### config.mk
export PLATFORM = sky130hd
export DESIGN_NAME = ptw_walker
export DESIGN_NICKNAME = d
export VERILOG_FILES = /design/src/rtl/ptw_pkg.sv /design/src/rtl/ptw_index.sv /design/src/rtl/ptw_decode.sv /design/src/rtl/ptw_leaf.sv /design/src/rtl/ptw_walker.sv
export SDC_FILE = /design/constraint.sdc
export NUM_CORES = 1
export LEC_CHECK = 0
export ABC_CLOCK_PERIOD_IN_PS = 7000
export BUFFER_PORTS_ARGS = -buffer_cell sky130_fd_sc_hd__buf_2
export CAP_MARGIN = 30
export CORE_MARGIN = 5
export CORE_UTILIZATION = 50
export DETAILED_ROUTE_END_ITERATION = 10
export PLACE_DENSITY = 0.83
export SLEW_MARGIN = 20
export SYNTH_ARGS = -nofsm -noshare
export SYNTH_HDL_FRONTEND = slang
export SYNTH_SLANG_ARGS = --single-unit
### constraint.sdc
create_clock -name clk -period 7 [get_ports clk]
set_clock_uncertainty 0.05 [all_clocks]
set_input_delay 0.7 -clock clk [delete_from_list [all_inputs] [get_ports clk]]
set_output_delay 0.7 -clock clk [all_outputs]
set_load 0.03 [all_outputs]
### src/rtl/ptw_pkg.sv
package ptw_pkg;
    localparam int DESC_W = 64;
    localparam int ATTR_W = 22;

    typedef enum logic [2:0] {
        FLT_NONE  = 3'd0,
        FLT_XLAT  = 3'd1,
        FLT_ASIZE = 3'd2,
        FLT_EXT   = 3'd3
    } fault_e;

    typedef enum logic [1:0] {
        ST_IDLE  = 2'd0,
        ST_FETCH = 2'd1,
        ST_DONE  = 2'd2
    } walk_state_e;
endpackage

### src/rtl/ptw_index.sv
module ptw_index #(
    parameter int VA_W = 64,
    parameter int PA_W = 52
) (
    input  logic [VA_W-1:0] va,
    input  logic [PA_W-1:0] base,
    input  logic [1:0]      level,
    input  logic [3:0]      stride,
    output logic [PA_W-1:0] addr
);
    localparam int W = ptw_pkg::DESC_W;

    logic [5:0]   levels_left;
    logic [5:0]   shamt;
    logic [W-1:0] idx_mask;
    logic [W-1:0] idx;

    always_comb begin
        levels_left = 6'd4 - {4'd0, level};
        shamt       = 6'(stride) * levels_left;
        idx_mask    = ((W'(1) << stride) - W'(1)) << 3;
        idx         = (W'(va) >> shamt) & idx_mask;
        addr        = (base | idx[PA_W-1:0]) & ~PA_W'(7);
    end
endmodule

### src/rtl/ptw_decode.sv
module ptw_decode #(
    parameter int NARROW_OA = 48
) (
    input  logic [63:0] desc,
    input  logic [1:0]  level,
    input  logic [3:0]  stride,
    input  logic [5:0]  osize,
    input  logic        wide,
    output logic        invalid,
    output logic        is_table,
    output logic        size_fault,
    output logic [63:0] next
);
    localparam int W = ptw_pkg::DESC_W;
    localparam logic [W-1:0] TOP_MASK = (W'(1) << NARROW_OA) - W'(1);

    logic [5:0] gran_bits;

    always_comb begin
        gran_bits  = {2'b00, stride} + 6'd3;
        next       = desc & TOP_MASK & ~((W'(1) << gran_bits) - W'(1));
        size_fault = 1'b0;
        if (osize > 6'(NARROW_OA)) begin
            if (wide) begin
                next[51:50] = desc[9:8];
            end else begin
                next[15:12] = 4'd0;
                next[51:48] = desc[15:12];
            end
        end else begin
            size_fault = (next >> osize) != '0;
        end
        invalid  = !desc[0] || (!desc[1] && level == 2'd3);
        is_table = desc[1] && level != 2'd3;
    end
endmodule

### src/rtl/ptw_leaf.sv
module ptw_leaf #(
    parameter int VA_W = 64
) (
    input  logic [63:0]               next,
    input  logic [VA_W-1:0]           va,
    input  logic [1:0]                level,
    input  logic [3:0]                stride,
    input  logic [4:0]                tattr,
    input  logic                      stage2,
    input  logic                      hier_off,
    input  logic [11:0]               desc_hi,
    input  logic [9:0]                desc_lo,
    input  logic                      desc_gp,
    output logic [63:0]               pa,
    output logic [ptw_pkg::ATTR_W-1:0] attr,
    output logic                      guarded,
    output logic [5:0]                shift
);
    localparam int W = ptw_pkg::DESC_W;

    logic [W-1:0] pmask;

    always_comb begin
        shift   = 6'(stride) * (6'd4 - {4'd0, level}) + 6'd3;
        pmask   = (W'(1) << shift) - W'(1);
        pa      = (next & ~pmask) | (W'(va) & pmask);
        attr    = {desc_hi, desc_lo};
        guarded = 1'b0;
        if (!stage2) begin
            attr[3] = attr[3] | tattr[4];
            guarded = desc_gp;
            if (!hier_off) begin
                attr[12:11] = attr[12:11] | tattr[1:0];
                attr[4]     = attr[4] & ~tattr[2];
                attr[5]     = attr[5] | tattr[3];
            end
        end
    end
endmodule

### src/rtl/ptw_walker.sv
module ptw_walker #(
    parameter int VA_W      = 64,
    parameter int PA_W      = 52,
    parameter int NARROW_OA = 48
) (
    input  logic                       clk,
    input  logic                       rst_n,
    input  logic                       start,
    input  logic [VA_W-1:0]            req_va,
    input  logic [PA_W-1:0]            req_base,
    input  logic [1:0]                 req_level,
    input  logic [3:0]                 req_stride,
    input  logic [5:0]                 req_osize,
    input  logic                       req_stage2,
    input  logic                       req_hier_off,
    input  logic                       req_wide_desc,
    input  logic                       req_secure,
    output logic                       busy,
    output logic                       done,
    output logic                       mem_req,
    output logic [PA_W-1:0]            mem_addr,
    output logic                       mem_ns,
    input  logic                       mem_ack,
    input  logic [63:0]                mem_rdata,
    input  logic                       mem_err,
    output logic [PA_W-1:0]            res_pa,
    output logic [ptw_pkg::ATTR_W-1:0] res_attr,
    output logic                       res_guarded,
    output logic [5:0]                 res_shift,
    output logic [2:0]                 res_fault,
    output logic [1:0]                 res_flevel
);
    import ptw_pkg::*;

    typedef struct packed {
        walk_state_e       state;
        logic [VA_W-1:0]   va;
        logic [PA_W-1:0]   base;
        logic [1:0]        level;
        logic [3:0]        stride;
        logic [5:0]        osize;
        logic              stage2;
        logic              hier_off;
        logic              wide;
        logic [4:0]        tattr;
        logic [PA_W-1:0]   pa;
        logic [ATTR_W-1:0] attr;
        logic              guarded;
        logic [5:0]        shift;
        fault_e            fault;
        logic [1:0]        flevel;
    } walk_t;

    walk_t walk_d, walk_q;

    logic              dec_invalid, dec_table, dec_size;
    logic [63:0]       dec_next, leaf_pa;
    logic [ATTR_W-1:0] leaf_attr;
    logic              leaf_gp;
    logic [5:0]        leaf_shift;

    ptw_index #(.VA_W(VA_W), .PA_W(PA_W)) u_index (
        .va(walk_q.va), .base(walk_q.base), .level(walk_q.level),
        .stride(walk_q.stride), .addr(mem_addr)
    );

    ptw_decode #(.NARROW_OA(NARROW_OA)) u_decode (
        .desc(mem_rdata), .level(walk_q.level), .stride(walk_q.stride),
        .osize(walk_q.osize), .wide(walk_q.wide), .invalid(dec_invalid),
        .is_table(dec_table), .size_fault(dec_size), .next(dec_next)
    );

    ptw_leaf #(.VA_W(VA_W)) u_leaf (
        .next(dec_next), .va(walk_q.va), .level(walk_q.level),
        .stride(walk_q.stride), .tattr(walk_q.tattr), .stage2(walk_q.stage2),
        .hier_off(walk_q.hier_off), .desc_hi(mem_rdata[63:52]),
        .desc_lo(mem_rdata[11:2]), .desc_gp(mem_rdata[50]), .pa(leaf_pa),
        .attr(leaf_attr), .guarded(leaf_gp), .shift(leaf_shift)
    );

    always_comb begin
        walk_d = walk_q;
        unique case (walk_q.state)
            ST_IDLE: begin
                if (start) begin
                    walk_d.state    = ST_FETCH;
                    walk_d.va       = req_va;
                    walk_d.base     = req_base;
                    walk_d.level    = req_level;
                    walk_d.stride   = req_stride;
                    walk_d.osize    = req_osize;
                    walk_d.stage2   = req_stage2;
                    walk_d.hier_off = req_hier_off;
                    walk_d.wide     = req_wide_desc;
                    walk_d.tattr    = {~req_secure, 4'b0000};
                end
            end
            ST_FETCH: begin
                if (mem_ack) begin
                    if (!mem_err && !dec_invalid && !dec_size && dec_table) begin
                        walk_d.tattr = walk_q.tattr | mem_rdata[63:59];
                        walk_d.level = walk_q.level + 2'd1;
                        walk_d.base  = dec_next[PA_W-1:0];
                    end else begin
                        walk_d.state   = ST_DONE;
                        walk_d.flevel  = walk_q.level;
                        walk_d.pa      = '0;
                        walk_d.attr    = '0;
                        walk_d.guarded = 1'b0;
                        walk_d.shift   = '0;
                        if (mem_err) begin
                            walk_d.fault = FLT_EXT;
                        end else if (dec_invalid) begin
                            walk_d.fault = FLT_XLAT;
                        end else if (dec_size) begin
                            walk_d.fault = FLT_ASIZE;
                        end else begin
                            walk_d.fault   = FLT_NONE;
                            walk_d.pa      = leaf_pa[PA_W-1:0];
                            walk_d.attr    = leaf_attr;
                            walk_d.guarded = leaf_gp;
                            walk_d.shift   = leaf_shift;
                        end
                    end
                end
            end
            default: walk_d.state = ST_IDLE;
        endcase
    end

    always_ff @(posedge clk) begin
        if (!rst_n) begin
            walk_q <= '0;
        end else begin
            walk_q <= walk_d;
        end
    end

    assign busy        = walk_q.state != ST_IDLE;
    assign done        = walk_q.state == ST_DONE;
    assign mem_req     = walk_q.state == ST_FETCH;
    assign mem_ns      = walk_q.tattr[4];
    assign res_pa      = walk_q.pa;
    assign res_attr    = walk_q.attr;
    assign res_guarded = walk_q.guarded;
    assign res_shift   = walk_q.shift;
    assign res_fault   = walk_q.fault;
    assign res_flevel  = walk_q.flevel;
endmodule

# [Word-level counts from Yosys, hierarchy flattened]
# Cells that the tools add are included.
# W data, S select, Z words.
[totals] reg_bits=224 input_bits=201 out_inout_bits=142 wordCells=101
[classes] n_addsub=7 multipliers=1 order_cmp=1 n_eq_ne=8 shift=5 mux=28 bitwise_logic=16 n_reduce_logical=19
[ops] operator="$mux W81" count=3
[ops] operator="$and A52 B52 Y52" count=3
[ops] operator="$mux W138" count=1
[ops] operator="$mux W54" count=2
[ops] operator="$pmux W54 S2" count=1
[ops] operator="$or A52 B52 Y52" count=2
[ops] operator="$mux W91" count=1
[ops] operator="$mux W86" count=1
[ops] operator="$and A48 B64 Y64" count=1
[ops] operator="$not A64 Y64" count=1
[ops] operator="$reduce_bool A64 Y1" count=1
[ops] operator="$shl A1 B6 Y64 const A" count=1
[ops] operator="$shr A64 B6 Y52" count=1
[ops] operator="$shr A64 B6 Y64" count=1
[ops] operator="$sub A64 B1 Y64 const B" count=1
[ops] operator="$not A52 Y52" count=1
[ops] operator="$shl A1 B6 Y52 const A" count=1
[ops] operator="$sub A52 B2 Y52 const B" count=1
[ops] operator="$shl A1 B4 Y49 const A" count=1
[ops] operator="$sub A49 B2 Y49 const B" count=1
[ops] operator="$mux W2" count=10
[ops] operator="$mux W4" count=3
[ops] operator="$pmux W5 S2" count=1
[ops] operator="$add A6 B2 Y6 const B" count=1
[ops] operator="other kinds (26)" count=44

# [Logic depth before layout (Yosys ltp)]
[logic_depth] depth_word=15 mapped_depth=25 depth_no_buf=21

# [Hierarchy]
# From an unflattened synthesis, not the netlist that was laid out.
[hier_totals] cells_unflattened=2450 hier_area_um2=18430.2
[modules_own_cells] mod="ptw_walker" n_inst=1 cells_per_inst=1047 area_each_um2=8760.9 seq_area_each_um2=4464.3
[modules_own_cells] mod="ptw_index" n_inst=1 cells_per_inst=582 area_each_um2=4232.8 seq_area_each_um2=0.0
[modules_own_cells] mod="ptw_leaf" n_inst=1 cells_per_inst=551 area_each_um2=3732.3 seq_area_each_um2=0.0
[modules_own_cells] mod="ptw_decode" n_inst=1 cells_per_inst=270 area_each_um2=1704.1 seq_area_each_um2=0.0

# [Worst setup path after synthesis]
# Ideal clock, no wire load.
[synth_path] path_type="register to register" from="reg walk_q[103] (netlist bit)" to="reg walk_q (netlist bit res_pa[50])" setup_ns=0.101 arrival_time_ns=5.801 t_required_ns=6.849 slack_ns=1.048 stages_incl_launch_ff=25 path_buffers=6 period_less_slack_ns=5.952 path_cell_list="dfxtp_1 -> buf_4 -> buf_4 -> buf_2 -> clkbuf_1 -> and2_1 -> fa_1 -> ha_1 -> fa_1 -> xor2_1 -> buf_4 -> nand4_4 -> xnor2_1 -> nor2_1 -> nand2_1 -> ha_1 -> o21ai_0 -> mux2i_1 -> nand3_1 -> or3b_1 -> buf_6 -> nor3_4 -> a211oi_1 -> o21ba_1 -> o41ai_1"
[synth_between] elab_chain_cells=13 word_cells_on_any_way=25 cone_classes="4 x add/sub; 1 x mul; 3 x shift; 5 x mux; 7 x bitwise; 5 x reduce/logical"
[synth_lines] element="start, declared" line="ptw_walker.sv:54" text="walk_t walk_d, walk_q;"
[synth_lines] element="start signal, assigned" line="ptw_walker.sv:135" text="walk_q <= walk_d;"
[synth_lines] element="parallel branches: the longest is 13 deep, another holds $sub A52 B2 Y52"
# Several ways; the timed one is not identified.
# A chain may end at the register's enable or synchronous reset.

# [Worst setup path in the final report]
[layout_path] from="reg walk_q[104] (netlist bit)" to="out mem_addr[13]"
[layout_between] elab_chain_cells=5
[layout_lines] element="$sub A3 B2 Y4" line="ptw_index.sv:19" text="levels_left = 6'd4 - {4'd0, level};"
[layout_lines] element="$mul A4 B6 Y6" line="ptw_index.sv:20" text="shamt = 6'(stride) * levels_left;"
[layout_lines] element="$shr A64 B6 Y52" line="ptw_index.sv:22" text="idx = (W'(va) >> shamt) & idx_mask;"
[layout_lines] element="$and A52 B52 Y52" line="ptw_index.sv:22"
[layout_lines] element="$or A52 B52 Y52" line="ptw_index.sv:23" text="addr = (base | idx[PA_W-1:0]) & ~PA_W'(7);"
[layout_lines] element="end, declared" line="ptw_walker.sv:21" text="output logic [PA_W-1:0] mem_addr,"
# No other way between the ends.

==> run metrics <==
status finished, final reports clean; initial antenna violation count 2; final worst path period share 0.8875; Fmax 161.0 MHz; CTS H-Tree Depth 1; post-cts hold buffer count 0; final instance area 0.01962 sq mm; crit path cell chain inv_1, ha_1, and2_1, fa_1, ha_1, fa_1, buf_4, clkinv_1, buf_4, mux2i_1, a22oi_1, a211oi_1, or2_2, buf_2; Initial Util 0.5048; Routed WL 72550 um; Die Height 196.5 um; area growth from synthesis to layout 12.77%; Comb power frac 0.365; first-pass GRT wire length 106300 um; internal power 0.002756 W; clock buffer count from CTS 25; top cells by area, synth dfxtp_1 (25%), mux2i_1 (14%), nand2_1 (7.6%); TNS Setup 0 ns; YS warnings 0; Gate Count Post-Synth 2271; critical path's slowest cell fa_1; Slew headroom 0.3378; TritonCTS clock tree done; RSZ-0062 raised after global routing false; synth unique cells 99; IO Pins 343; clock sinks 220; grt total ovfl 0; Clock Path Buffers 3; startpoint types flip-flop; Clock Latency Late Sink 0.55 ns; DR vias 18561; Post CTS Setup Buffer Count 0; Fill cells 3258; post-route ant nets 0; fraction of layout cells with a size suffix above 1 0.2245; IO Port Bufs 332; crit-path max FO 47; Avg Inst Size Synth 7.660 sq um; # setup viols final 0; Final nets 2642; Hold Vio Cnt, Final 0; largest net degree at the start of global routing 83; drt wl/cell 25.08 um; DP Area 0.01867 sq mm; Static Leakage 8.662 nW; Final Util 0.5693; Worst EP arrival 5.46 ns; Top FF cell, synth dfxtp_1; maximum vdd drop 195.6 uV; die width 196.5 um; Reg power frac 0.312; P_sw 0.001694 W; CP Capture Type output pin; Clock Power Share 0.322; core box area 0.03446 sq mm; Hold WS 0.3114 ns; Final Power 0.004450 W; number of synthesized flops with an enable pin 0; post-CTS sizing 0; Iter 0 DRT Violations 1966; Critical Path RT 6.25 ns; Cell Area, Synth 0.01740 sq mm; Setup CP Type reg -> out; PwrDens 226.8 mW/mm^2; area of the die 0.03862 sq mm; RePlAce Congestion 1.045; crit path time final 6.213 ns; sw frac 0.3807; vias per cell 6.416; clock slew at reported path FFs 0.06 ns; Remaining DRCs 0; Worst Hold Class in -> reg; cell family contributing the most delay on the critical path adder cells; Max Cap Viol 0; row count 68; Yosys top cell area share 0.2532; WP buf/inv 5; GRT Total Usage 0.3528; Seq/Total Area, Yosys 0.2532; Synth area leader dfxtp_1; vias in the first global route 17488; share of flip-flops with an asynchronous set or reset 0; drt pass-1 iters 6; Slew Limit Fails 0; CTS Root Cell clkbuf_16; post-DP HPWL 56440 um; Yosys reg bits 220; CP max stage delay 0.71 ns; Worst-Margin Slew 0.9779 ns
## layout by cell type, fill, tap and decap left out, drive strengths merged, types with 11 or more instances in the layout
master,n
a211oi,73
inv,31
nand4,21
nand2b,18
a21o,13
a21oi,194
o31ai,13
xor2,11
nand3,50
xnor2,21
o211ai,21
a22o,22
dfxtp,220
a31oi,22
nand2,351
or2,11
nor2,166
o21ai,123
nor4,14
and3,47
and2,28
o21bai,18
o221ai,11
mux2i,237
clkbuf,29
nor3,46
ha,20
nor2b,12
mux2,12
buf,399
## per-layer routing
| metal | part of all wire | GRT usage |
|---|---|---|
| met1 | 0.40 | 0.4594 |
| met2 | 0.44 | 0.5522 |
| met3 | 0.10 | 0.08427 |
| met4 | 0.058 | 0.1702 |
| met5 | 0.00019 | 0 |
## power by group through the flow
stage / Combinational, W / Sequential (W) / Clock, W
after floorplan: 0.00111 / 0.00137 / 0
after global placement: 0.00155 / 0.00142 / 0
after detailed placement: 0.00157 / 0.00142 / 0
after CTS: 0.00158 / 0.00139 / 0.00145
after global routing: 0.00172 / 0.00139 / 0.00150
final: 0.00163 / 0.00139 / 0.00143
## flip-flops by register name, indices dropped and copies added, names as in the netlist
name and count:
mem_ns 1, res_pa 52, res_fault 2, walk_q 134, res_attr 22, res_flevel 2, res_shift 6, res_guarded 1
## area by class of cell
cell class	count	area (sq um)	share of cell area
clock buffer	29	660.6	0.03368
tap	455	569.3	0.02902
antenna	1	2.502	0.0001276
inverter	29	111.4	0.005677
clock inverter	16	230.2	0.01174
sequential	220	4405	0.2246
multi-input combinational	1744	11430	0.5827
timing repair buffer	399	2207	0.1125
## path summary, 6_finish.rpt
path,startpoint,to,slack [ns],cells after the start
worst max-delay path,walk_q[104],mem_addr[13],0.79,14
worst min-delay path,mem_ack,walk_q[222],0.31,2
worst max register to register,walk_q[104],res_pa[43],0.86,17
worst min register to register,res_pa[25],res_pa[25],0.40,2
## cells by family (layout without fill, tap and decap cells)
| kind of cell | count (synthesis) | in the layout | synth area share |
|---|---|---|---|
| other cells | 2 | 7 | 0.0004317 |
| mux | 258 | 258 | 0.1560 |
| flops | 220 | 220 | 0.2532 |
| fa+ha+maj | 22 | 22 | 0.01669 |
| compound gates | 638 | 638 | 0.2517 |
| buf+inv | 311 | 473 | 0.09322 |
| simple gates | 788 | 788 | 0.2081 |
| xor+xnor | 32 | 32 | 0.02064 |
## cell usage after synthesis, types with 11 or more instances
cell and instances:
xnor2_1 16, o211ai_1 19, a22o_1 22, mux2i_1 237, and3_1 47, or2_2 11
a211oi_2 30, o31ai_1 12, dfxtp_1 220, o21bai_1 18, nand3_1 49, a21oi_1 193
and2_1 28, nor4_1 12, a21o_1 13, ha_1 20, nand2_1 351, nor2_1 166
o21ai_0 116, nand4_1 20, nand2b_1 18, nor2b_1 12, buf_4 102, clkbuf_1 131
buf_1 17, a31oi_1 21, nor3_1 45, mux2_2 11, a211oi_1 43, buf_2 27
inv_1 25
## stage by stage
| stage | instances | setup slack, ns |
|---|---|---|
| floorplan | 2275 | 1.048 |
| detailed placement | 2845 | 1.031 |
| global placement | 2842 | 1.089 |
| finish | 2893 | 0.7874 |
| CTS | 2890 | 0.8881 |
| global route | 2892 | 0.5367 |
Note: power is estimated with default switching activity, not from simulation.
